--- src/rtl/fts_pkg.sv ---
package fts_pkg;
  localparam int POS_W = 7;
  localparam logic [POS_W-1:0] POS_FIRST   = 7'h01;
  localparam logic [POS_W-1:0] POS_LAST    = 7'h41;
  localparam logic [POS_W-1:0] POS_FULL_GO = 7'h17;
  localparam logic [POS_W-1:0] POS_COPY_GO = 7'h38;
  localparam logic [POS_W-1:0] POS_RELEASE = 7'h03;

  typedef enum logic [1:0] {
    WIN_IDLE   = 2'd0,
    WIN_RENDER = 2'd1,
    WIN_COPY   = 2'd2
  } win_state_t;
endpackage

--- src/rtl/fts_step_timer.sv ---
module fts_step_timer #(
  parameter int STEP_CYCLES = 855
) (
  input  logic clk,
  input  logic rst_n,
  input  logic tick,
  output logic step
);
  localparam int TW = (STEP_CYCLES > 1) ? $clog2(STEP_CYCLES) : 1;
  localparam logic [TW-1:0] LIMIT = TW'(STEP_CYCLES - 1);

  generate
    if (STEP_CYCLES <= 1) begin : g_direct
      assign step = tick;
    end else begin : g_count
      logic [TW-1:0] tcnt;
      always_ff @(posedge clk) begin
        if (!rst_n)
          tcnt <= '0;
        else if (tick)
          tcnt <= (tcnt == LIMIT) ? '0 : tcnt + 1'b1;
      end
      assign step = tick && (tcnt == LIMIT);


      hold_when_idle_chk: assert property (@(posedge clk) disable iff (!rst_n)
        !tick |=> $stable(tcnt));
    end
  endgenerate
endmodule

--- src/rtl/fts_frame_counter.sv ---
module fts_frame_counter
  import fts_pkg::*;
(
  input  logic             clk,
  input  logic             rst_n,
  input  logic             step,
  output logic [POS_W-1:0] pos,
  output logic [POS_W-1:0] pos_nxt,
  output logic             wrap
);
  always_comb begin
    pos_nxt = pos;
    if (step) pos_nxt = (pos == POS_LAST) ? POS_FIRST : pos + 1'b1;
  end
  assign wrap = step && (pos == POS_LAST);

  always_ff @(posedge clk) begin
    if (!rst_n) pos <= POS_FIRST;
    else        pos <= pos_nxt;
  end


  pos_range_chk: assert property (@(posedge clk) disable iff (!rst_n)
    (pos >= POS_FIRST) && (pos <= POS_LAST));

  pos_hold_chk: assert property (@(posedge clk) disable iff (!rst_n)
    !step |=> $stable(pos));
endmodule

--- src/rtl/fts_rate_divider.sv ---
module fts_rate_divider #(
  parameter int DIV_W = 4
) (
  input  logic             clk,
  input  logic             rst_n,
  input  logic             wrap,
  input  logic [DIV_W-1:0] rate_div,
  output logic [DIV_W-1:0] div_state,
  output logic             at_max
);
  always_ff @(posedge clk) begin
    if (!rst_n)
      div_state <= '0;
    else if (wrap)
      div_state <= (div_state >= rate_div) ? '0 : div_state + 1'b1;
  end
  assign at_max = (div_state == rate_div);


  div_hold_chk: assert property (@(posedge clk) disable iff (!rst_n)
    !wrap |=> $stable(div_state));
endmodule

--- src/rtl/fts_window.sv ---
module fts_window
  import fts_pkg::*;
(
  input  logic             clk,
  input  logic             rst_n,
  input  logic             step,
  input  logic [POS_W-1:0] pos_nxt,
  input  logic             at_max,
  input  logic             copy_en,
  input  logic             render_en,
  output logic             halt,
  output logic             render_start,
  output logic             copy_start,
  output logic             irq_render_done,
  output logic             irq_copy_done
);
  win_state_t state, state_nxt;
  logic rs_nxt, cs_nxt, ir_nxt, ic_nxt;

  always_comb begin
    state_nxt = state;
    rs_nxt = 1'b0;
    cs_nxt = 1'b0;
    ir_nxt = 1'b0;
    ic_nxt = 1'b0;
    if (step) begin
      unique case (state)
        WIN_IDLE: begin
          if (at_max && copy_en) begin
            if (render_en && pos_nxt == POS_FULL_GO) begin
              state_nxt = WIN_RENDER;
              rs_nxt    = 1'b1;
            end else if (!render_en && pos_nxt == POS_COPY_GO) begin
              state_nxt = WIN_COPY;
              cs_nxt    = 1'b1;
            end
          end
        end
        WIN_RENDER: begin
          if (pos_nxt == POS_COPY_GO) begin
            state_nxt = WIN_COPY;
            cs_nxt    = 1'b1;
          end
        end
        WIN_COPY: begin
          if (pos_nxt == POS_FIRST) ic_nxt = 1'b1;
          if (pos_nxt == POS_RELEASE) begin
            state_nxt = WIN_IDLE;
            ir_nxt    = 1'b1;
          end
        end
        default: state_nxt = WIN_IDLE;
      endcase
    end
  end

  always_ff @(posedge clk) begin
    if (!rst_n) begin
      state           <= WIN_IDLE;
      render_start    <= 1'b0;
      copy_start      <= 1'b0;
      irq_render_done <= 1'b0;
      irq_copy_done   <= 1'b0;
    end else begin
      state           <= state_nxt;
      render_start    <= rs_nxt;
      copy_start      <= cs_nxt;
      irq_render_done <= ir_nxt;
      irq_copy_done   <= ic_nxt;
    end
  end

  assign halt = (state != WIN_IDLE);


  open_with_strobe_chk: assert property (@(posedge clk) disable iff (!rst_n)
    $rose(halt) |-> (render_start || copy_start));

  close_with_irq_chk: assert property (@(posedge clk) disable iff (!rst_n)
    $fell(halt) |-> irq_render_done);

  render_irq_pulse_chk: assert property (@(posedge clk) disable iff (!rst_n)
    irq_render_done |=> !irq_render_done);

  copy_irq_pulse_chk: assert property (@(posedge clk) disable iff (!rst_n)
    irq_copy_done |=> !irq_copy_done);

  strobe_in_window_chk: assert property (@(posedge clk) disable iff (!rst_n)
    (render_start || copy_start) |-> halt);
endmodule

--- src/rtl/frame_timing_seq.sv ---
module frame_timing_seq
  import fts_pkg::*;
#(
  parameter int STEP_CYCLES = 855,
  parameter int DIV_W       = 4
) (
  input  logic               clk,
  input  logic               rst_n,
  input  logic               tick,
  input  logic               copy_en,
  input  logic               render_en,
  input  logic [DIV_W-1:0]   rate_div,
  input  logic [1:0]         flag_clr,
  output logic [POS_W-1:0]   frame_pos,
  output logic [2*DIV_W-1:0] rate_status,
  output logic               render_start,
  output logic               copy_start,
  output logic               halt,
  output logic               irq_render_done,
  output logic               irq_copy_done,
  output logic [1:0]         irq_flags
);
  logic             step, wrap, at_max;
  logic [POS_W-1:0] pos_nxt;
  logic [DIV_W-1:0] div_state;

  fts_step_timer #(.STEP_CYCLES(STEP_CYCLES)) u_timer (
    .clk(clk), .rst_n(rst_n), .tick(tick), .step(step));

  fts_frame_counter u_pos (
    .clk(clk), .rst_n(rst_n), .step(step),
    .pos(frame_pos), .pos_nxt(pos_nxt), .wrap(wrap));

  fts_rate_divider #(.DIV_W(DIV_W)) u_div (
    .clk(clk), .rst_n(rst_n), .wrap(wrap), .rate_div(rate_div),
    .div_state(div_state), .at_max(at_max));

  fts_window u_win (
    .clk(clk), .rst_n(rst_n), .step(step), .pos_nxt(pos_nxt),
    .at_max(at_max), .copy_en(copy_en), .render_en(render_en),
    .halt(halt), .render_start(render_start), .copy_start(copy_start),
    .irq_render_done(irq_render_done), .irq_copy_done(irq_copy_done));

  assign rate_status = {div_state, rate_div};

  always_ff @(posedge clk) begin
    if (!rst_n) irq_flags <= '0;
    else        irq_flags <= (irq_flags & ~flag_clr) | {irq_copy_done, irq_render_done};
  end


  render_flag_set_chk: assert property (@(posedge clk) disable iff (!rst_n)
    irq_render_done |=> irq_flags[0]);

  copy_flag_set_chk: assert property (@(posedge clk) disable iff (!rst_n)
    irq_copy_done |=> irq_flags[1]);
endmodule

--- config.mk ---
export PLATFORM = sky130hd
export DESIGN_NAME = frame_timing_seq
export DESIGN_NICKNAME = d
export VERILOG_FILES = /design/src/rtl/fts_pkg.sv /design/src/rtl/fts_step_timer.sv /design/src/rtl/fts_frame_counter.sv /design/src/rtl/fts_rate_divider.sv /design/src/rtl/fts_window.sv /design/src/rtl/frame_timing_seq.sv
export SDC_FILE = /design/constraint.sdc
export NUM_CORES = 1
export LEC_CHECK = 0
export BUFFER_PORTS_ARGS = -buffer_cell sky130_fd_sc_hd__buf_4
export CELL_PAD_IN_SITES_DETAIL_PLACEMENT = 1
export CELL_PAD_IN_SITES_GLOBAL_PLACEMENT = 2
export CORE_ASPECT_RATIO = 1.5
export CORE_MARGIN = 2
export CORE_UTILIZATION = 35
export CTS_CLUSTER_DIAMETER = 60
export DETAILED_ROUTE_END_ITERATION = 10
export GPL_ROUTABILITY_DRIVEN = 1
export PLACE_DENSITY_LB_ADDON = 0.1
export SETUP_SLACK_MARGIN = 0.05
export SLEW_MARGIN = 5
export SYNTH_ARGS = -nofsm -noshare
export SYNTH_HDL_FRONTEND = slang
export SYNTH_SLANG_ARGS = --single-unit
--- constraint.sdc ---
create_clock -name clk -period 4.8 [get_ports clk]
set_input_delay 0.48 -clock clk [delete_from_list [all_inputs] [get_ports clk]]
set_output_delay 0.48 -clock clk [all_outputs]
set_load 0.02 [all_outputs]
# Word level (Yosys, flattened, before mapping)

Cells that the tools add are included.

Bits in registers: 29
Output and inout port bits: 22
Input bits: 11

Bitwise gates (word level): 3
Add/subtract/negate cells: 3
Reduce and logical (&&, ||, !) cells: 12
Order comparisons: 1
Equality and inequality tests: 13
Multiplexer cells: 18

Operators by type and width:

| operator                                                                 | number |
|---|---|
| 7-bit 2-to-1 mux                                                         | 2 |
| 10-bit by 1-bit adder with 10-bit output (second input constant)         | 1 |
| 10-bit == test (second input constant)                                   | 1 |
| 10-bit 2-to-1 mux                                                        | 1 |
| 2-bit 2-to-1 mux                                                         | 5 |
| 7-bit by 1-bit adder with 7-bit output (second input constant)           | 1 |
| 7-bit by 1-bit == test with 1-bit output (second input constant)         | 1 |
| 7-bit by 2-bit == test with 1-bit output (second input constant)         | 1 |
| 7-bit by 5-bit == test with 1-bit output (second input constant)         | 1 |
| 7-bit by 6-bit == test with 1-bit output (second input constant)         | 1 |
| 7-bit == test (second input constant)                                    | 1 |
| 1-bit 2-to-1 mux                                                         | 7 |
| 2-bit by 1-bit inequality test with 1-bit output (second input constant) | 3 |
| 2-bit case mux with 3 select lines                                       | 1 |
| 1-bit logical AND                                                        | 5 |
| 5-bit AND reduction                                                      | 1 |
| 4-bit by 1-bit adder with 4-bit output (second input constant)           | 1 |
| 4-bit == test                                                            | 1 |
| 4-bit greater-or-equal comparator                                        | 1 |
| 4-bit 2-to-1 mux                                                         | 1 |
| 4-bit AND reduction                                                      | 1 |
| 3-bit by 1-bit inequality test with 1-bit output (second input constant) | 1 |
| 3-bit AND reduction                                                      | 1 |
| 2-bit bitwise AND                                                        | 1 |
| other kinds (9)                                                          | 9 |

# Longest topological paths before layout

Gate-level depths: netlist (run 1).

Word-level depth: 9
Gate-level depth with buffers: 9

# Hierarchy

A second synthesis (run 1) with hierarchy kept.

Cell total of the unflattened synthesis: 181
Area total of the unflattened synthesis: 1660.3 µm²

Modules (own cells, without submodules):

| module            | area each (µm²) | seq. area each (µm²) | instances | cells an instance |
|---|---|---|---|---|
| fts_step_timer    | 520.5           | 200.2                | 1         | 53 |
| fts_frame_counter | 375.4           | 140.1                | 1         | 46 |
| fts_window        | 327.8           | 120.1                | 1         | 37 |
| fts_rate_divider  | 324.1           | 80.1                 | 1         | 35 |
| frame_timing_seq  | 112.6           | 40.0                 | 1         | 10 |

# Worst setup path after synthesis (run 1)

No wires, ideal clock.

Kind: register -> register
From: register u_pos.pos[0]
To: register u_win.state[1]
Cell stages (with the launch flop): 8
Slack: 2.493 ns
Library setup time: 0.128 ns
Data arrival time: 2.179 ns
Data required time: 4.672 ns
Path through: dfxtp_1 > ha_1 > inv_1 > or4_4 > mux2_4 > nand4bb_1 > o31ai_1 > o21ai_0

Longest elaborated chain between the ends: 8
Elaborated cells on any way between the ends: 16
Those cells by class: 1 x add/sub; 7 x eq/ne; 5 x mux; 3 x reduce/logical

Ends and longest elaborated chain:

| item                                                                           | RTL line                | source |
|---|---|---|
| start, declared                                                                | fts_frame_counter.sv:7  | `output logic [POS_W-1:0] pos,` |
| start signal, assigned                                                         | fts_frame_counter.sv:19 | `else pos <= pos_nxt;` |
| 7-bit by 1-bit adder with 7-bit output / 7-bit == test (equally long branches) | fts_frame_counter.sv:13 | `if (step) pos_nxt = (pos == POS_LAST) ? POS_FIRST : pos + 1'b1;` |
| 7-bit 2-to-1 mux                                                               | fts_frame_counter.sv:13 |  |
| 7-bit 2-to-1 mux *                                                             | fts_frame_counter.sv:13 |  |
| 7-bit by 5-bit == test with 1-bit output                                       | fts_window.sv:30        | `if (render_en && pos_nxt == POS_FULL_GO) begin` |
| 1-bit logical AND                                                              | fts_window.sv:30        |  |
| 2-bit 2-to-1 mux                                                               | fts_window.sv:30        |  |
| 2-bit 2-to-1 mux                                                               | fts_window.sv:29        | `if (at_max && copy_en) begin` |
| 2-bit case mux with 3 select lines                                             | fts_window.sv:27        | `unique case (state)` |
| end signal, assigned                                                           | fts_window.sv:65        | `state <= state_nxt;` |
| end, declared                                                                  | fts_window.sv:17        | `win_state_t state, state_nxt;` |

Every way passes the cells marked *; elsewhere a longest branch is shown, timed or not. The select of a mux whose other input is x is not followed.
A chain may end at the register's enable or synchronous reset.

# Worst setup path in the final report (run 1)

Ends and elaborated chain as after synthesis.

==> impl_metrics.toml, run 1 <==
[logic_synthesis]
async_flop_share_pct = 0
synth_cells = 201
avgSynthCellArea_um2 = 8.49
synth_seq_cells = 29
synth_top_cell_area_share_pct = 34.0
synth_edf_count = 0
yosysWarnings = 0
synth_area_um2 = 1710
yosysMostFrequentCell = "dfxtp_1"
synth_nets = 221
ys_seq_area_share_pct = 34.0
synth_flop_cell = "dfxtp_1"
synth_top_area_cell = "dfxtp_1"
netlist_top_cells_area = "dfxtp_1, ha_1, nor2_1, nand2_1, a21oi_1"
synth_commonest_cells = "dfxtp_1, nor2_1, nand2_1"
synth_cell_types = 46

[detailed_routing]
dr.pass1.iters = 3
drc = 0
wl_per_cell_um = 15.3
ant_nets = 0
viasPerCell = 5.26
drt_first_iter_violations = 20
num_vias = 1572
finalWirelength_um = 4570

[global_routing]
antenna_found_initial = 0
grt_max_degree = 16
grt_pass1_wl_um = 7650
grt_pass1_vias = 1625
grt.overflow.total = 0
grt_usage_pct = 19.1

[clock_tree]
cts_hold_buf = 0
cts_buffers = 5
cts.sinks = 29
postCtsSetupRepairBufs = 0
cts_tree = "built"
clockBufferDepth = 2
clk_pin_slew_ns = 0.06
worstSkewPairLatency_ns = 0.28
htree_num_levels = 2
cts_root_buf = "clkbuf_8"
cts_resized = 0

[timing]
timing.final.crit_period_ns = 2.45
skew_ns = 0.00514
fmax_mhz = 408
tightest_slew_ns = 0.546
slew_viol_final = 0
hold_violations = 0
fin_crit_sh_pct = 51.1
rsz0062_at_grt = "false"
max_slew_margin_pct = 63.3
setup_viol = 0
setup_tns_ns = 0
fin_ws_ns = 2.35

[worst_setup_path]
path_buf_inv = 1
end_kind = "flop"
crit_chain = "ha_1, inv_1, or4_4, mux2_4, nand4bb_1, o31ai_1, o21ai_0"
start_kind = "flop"
worstSetupPathType = "reg2reg"
r2r_cells = 7
r2r-start = "u_pos.pos[0]"
max_stage_delay_ns = 0.55
reg2reg_to = "u_win.state[1]"
rrSetupSlack_ns = 2.35
critPathMaxFanout = 11
worstPathRequired_ns = 4.95
cp_data_arrival_time_ns = 2.60
slowest_stage = "or4_4"
worst_path_dominant_cell_family = "simple AND/OR/NAND/NOR gates"

[finish]
final_net_count = 252
nFillCells = 598
syn_to_final_growth_pct = 22.7
post-route-util_pct = 43.9
regArea_um2 = 581
drive_gt1_share_pct = 21.5
num_antenna_cells = 0
multi_input_area_um2 = 1020

[placement]
post-dp-hpwl_um = 3720
dp_slack_ns = 2.33
place.port_buffers = 32
gp_congestion = 0.837

[floorplan]
io_pins = 33
placementRows = 31
dieArea_um2 = 5460
start_util_pct = 35.8
die_w_um = 61.0
die_h_um = 89.5
core_area_um2 = 4770

[pwr]
powerDensity_nw_per_um2 = 257
p_leak_nw = 0.868
irDropWorstVdd_v = 0.000156

[hold_path]
hold_depth = 2
hp-start = "tick"
holdCritPathClass = "in2reg"
hold_end = "u_timer.g_count.tcnt[1]"

[outcome]
status = "complete, no violations"

[run]
cap_violations = 0
report_power, final:
part           switching (W)  internal, W
clock              0.0000950     0.000169
sequential        0.00000229     0.000243
combinational      0.0000157    0.0000134
worst max-delay path by stage:
stage | start | to | depth (start not counted)
6_report | u_pos.pos[0] | u_win.state[1] | 7
5_1_grt | u_pos.pos[0] | u_win.state[1] | 7
4_1_cts | u_pos.pos[0] | u_win.state[1] | 7
3_5_place_dp | u_pos.pos[0] | u_win.state[1] | 7
3_3_place_gp | u_pos.pos[0] | u_win.state[1] | 7
2_1_floorplan | u_pos.pos[0] | u_win.state[1] | 7
metrics by stage:
step                std cells  hold WS [ns]  power (W)  cell area, µm²
finish                    299         0.431   0.000538            2090
global route              299         0.441   0.000563            2090
CTS                       299         0.420   0.000550            2090
detailed placement        291         0.459   0.000280            1980
global placement          291         0.456   0.000278            1980
floorplan                 201         0.487   0.000268            1710
cell type report:
| type | count | share of cell area (%) |
|---|---|---|
| tap | 66 | 3.95 |
| inverter | 13 | 2.33 |
| clock buffer | 7 | 4.12 |
| multi-input combinational | 150 | 48.6 |
| clock inverter | 1 | 1.43 |
| sequential | 29 | 27.7 |
| timing repair buffer | 33 | 11.8 |
sequential cells by signal, indices dropped and copies added, names as in the netlist:
register,count
u_timer.g_count.tcnt,10
u_win.state,2
u_win.irq_copy_done,1
u_win.render_start,1
u_win.irq_render_done,1
u_div.div_state,4
u_win.copy_start,1
irq_flags,2
u_pos.pos,7
metal layers:
metal,part of all wire (%),up-vias,track usage [%]
met5,0,-,0
met4,2.5,0,8.10
met3,2.4,10,4.20
met2,60,26,38.3
met1,35,767,17.3
li1,-,769,-
cell usage in the layout, fill, tap and decap left out, types with 3 or more instances in the layout:
master and count:
a211oi_1 4, a21oi_1 13, and2_1 3, and3_1 3
buf_4 33, clkbuf_8 6, dfxtp_1 29, ha_1 9
inv_1 12, nand2_1 18, nand3_1 12, nand3b_1 3
nand4_1 3, nor2_1 21, nor3_1 5, o21a_1 4
o21ai_0 7, xnor2_1 5, xor2_1 6
cells by family after synthesis:
group,Yosys count,share of synthesized area [%]
and+or+nand+nor,87,29.9
adders and majority gates,9,6.60
buffers and inverters,22,6.38
DFF,29,34.0
AOI/OAI and AO/OA,40,15.4
muxes,3,2.05
xor gates and xnor gates,11,5.65
No activity file was read; power rests on OpenSTA's default activity.
==> run 2: changes to the inputs <==
--- a/config.mk
+++ b/config.mk
@@ -10,7 +10,7 @@
 export CELL_PAD_IN_SITES_GLOBAL_PLACEMENT = 2
 export CORE_ASPECT_RATIO = 1.5
 export CORE_MARGIN = 2
-export CORE_UTILIZATION = 35
+export CORE_UTILIZATION = 32
 export CTS_CLUSTER_DIAMETER = 60
 export DETAILED_ROUTE_END_ITERATION = 10
 export GPL_ROUTABILITY_DRIVEN = 1
==> constraint.sdc (replaced) <==
create_clock -name clk -period 2.4 [get_ports clk]
set_input_delay 0.24 -clock clk [delete_from_list [all_inputs] [get_ports clk]]
set_output_delay 0.24 -clock clk [all_outputs]
set_load 0.02 [all_outputs]
==> run 2 against run 1 <==
Compared with the run above: combinational power up 130%; design area up 5.4%; sequential share of layout area down 0.98 points; largest cell class unchanged; critical path depth up 1.
==> impl_metrics.toml, run 2 (same netlist as run 1, synthesis figures left out) <==
[worst_setup_path]
slowest_stage = "or4_4"
worst_path_dominant_cell_family = "simple AND/OR/NAND/NOR gates"
critPathMaxFanout = 4
worstSetupPathType = "reg2reg"
end_kind = "flop"
worstPathRequired_ns = 2.63
crit_chain = "inv_4, ha_4, nand4bb_1, or4_4, mux2_4, nand4bb_4, nor4_4, nor2b_2"
cp_data_arrival_time_ns = 2.52
start_kind = "flop"
path_buf_inv = 1
max_stage_delay_ns = 0.59

[finish]
syn_to_final_growth_pct = 29.3
final_net_count = 261
num_antenna_cells = 0
largest_register = "u_timer.g_count.tcnt"
largest_registers = "u_timer.g_count.tcnt (10), u_pos.pos (7), u_div.div_state (4)"
final_cell_mix = "buf_4, dfxtp_1, nor2_1, nand2_1, a21oi_1"
largest_reg_flops = 10
layout_commonest_cell = "buf_4"
layoutNonFillerInstCount = 310
drive_gt1_share_pct = 30.2
multi_input_area_um2 = 1080
nFillCells = 649
regArea_um2 = 591
post-route-util_pct = 43.1

[clock_tree]
cts_root_buf = "clkbuf_8"
cts_hold_buf = 0
cts_tree = "built"
cts.sinks = 29
htree_num_levels = 2
cts_buffers = 5
worstSkewPairLatency_ns = 0.29
clk_pin_slew_ns = 0.06
clockBufferDepth = 2

[pwr]
clockPowerShare_pct = 41.7
p_total_w = 0.000958
powerDensity_nw_per_um2 = 434
irDropWorstVdd_v = 0.000253
comb_power_share_pct = 7.1
p_int_w = 0.000718
p_leak_nw = 0.905
p_seq_share_pct = 51.2
power_switching_share_pct = 25.1
p_sw_w = 0.000241

[global_routing]
top_usage_layer = "met2"
grt_use_met3_pct = 3.37
grt_usage_pct = 17.1
grt_max_degree = 14
antenna_found_initial = 0
grt_util_met1_pct = 17.2
grt_use_met2_pct = 33.7
grt_pass1_wl_um = 7890
grt_pass1_vias = 1684
grt.overflow.total = 0

[placement]
place.port_buffers = 32
gp_congestion = 0.754
dp_slack_ns = -0.0339
post-dp-hpwl_um = 3650
placedCellCount = 299

[detailed_routing]
finalWirelength_um = 4800
viasPerCell = 5.16
drc = 0
wl_per_cell_um = 15.5
dr.pass1.iters = 4
num_vias = 1601
ant_nets = 0
drt_first_iter_violations = 37

[floorplan]
placementRows = 32
io_pins = 33
die_h_um = 93.4
start_util_pct = 33.3
die_w_um = 63.6
dieArea_um2 = 5950
core_area_um2 = 5120

[run]
cap_violations = 0

[outcome]
status = "complete, no violations"

[timing]
fin_crit_sh_pct = 95.6
fin_ws_ns = 0.107
setup_tns_ns = 0
tightest_slew_ns = 0.456
fmax_mhz = 436
setup_viol = 0
max_slew_margin_pct = 69.4
skew_ns = 0.00545
timing.final.crit_period_ns = 2.29
hold_violations = 0
slew_viol_final = 0
rsz0062_at_grt = "true"

[hold_path]
holdCritPathClass = "in2reg"
## run 2: metrics by stage
step	hold WS [ns]	area, µm²
after floorplan	0.423	1710
after global placement	0.463	2020
after detailed placement	0.478	2020
after CTS	0.204	2140
after global routing	0.206	2210
final	0.201	2210
## run 2: final timing paths
check | start | to | slack, ns | cells past startpoint
setup / recovery | u_timer.g_count.tcnt[0] | u_win.irq_render_done | 0.11 | 8
hold / removal | tick | u_timer.g_count.tcnt[1] | 0.20 | 2
setup reg to reg | u_timer.g_count.tcnt[0] | u_win.irq_render_done | 0.11 | 8
hold reg to reg | u_win.irq_render_done | irq_flags[0] | 0.49 | 2
## run 2: cell type report
cell class	count	share of cell area [%]
multi-input cells	150	48.9
clock buffers	5	3.12
well taps	68	3.85
clock inverters	3	0.794
repair buffers	42	14.3
inverters	13	2.32
flip-flops and latches	29	26.8
## run 2: power groups by stage
stage          combinational (W)  sequential (W)  clock [W]
4_1_cts                0.0000604        0.000490   0.000412
6_report               0.0000679        0.000491   0.000400
2_1_floorplan          0.0000375        0.000499          0
5_1_grt                0.0000766        0.000491   0.000441
3_5_place_dp           0.0000600        0.000501          0
3_3_place_gp           0.0000568        0.000500          0
## run 2: timing repair
item | CTS | global route
pin swaps | 1 | 3
resized for setup | 7 | 12
endpoints found under the hold margin | 0 | 0
setup buffers | 0 | 3
endpoints found under the setup margin | 2 | 5
## run 2: routing by layer
metal	up-vias	share of wire [%]	wire length [µm]
met5	-	0	0
met1	782	37	1790
met3	6	3.2	156
met2	27	58	2780
li1	786	-	-
met4	0	1.7	81
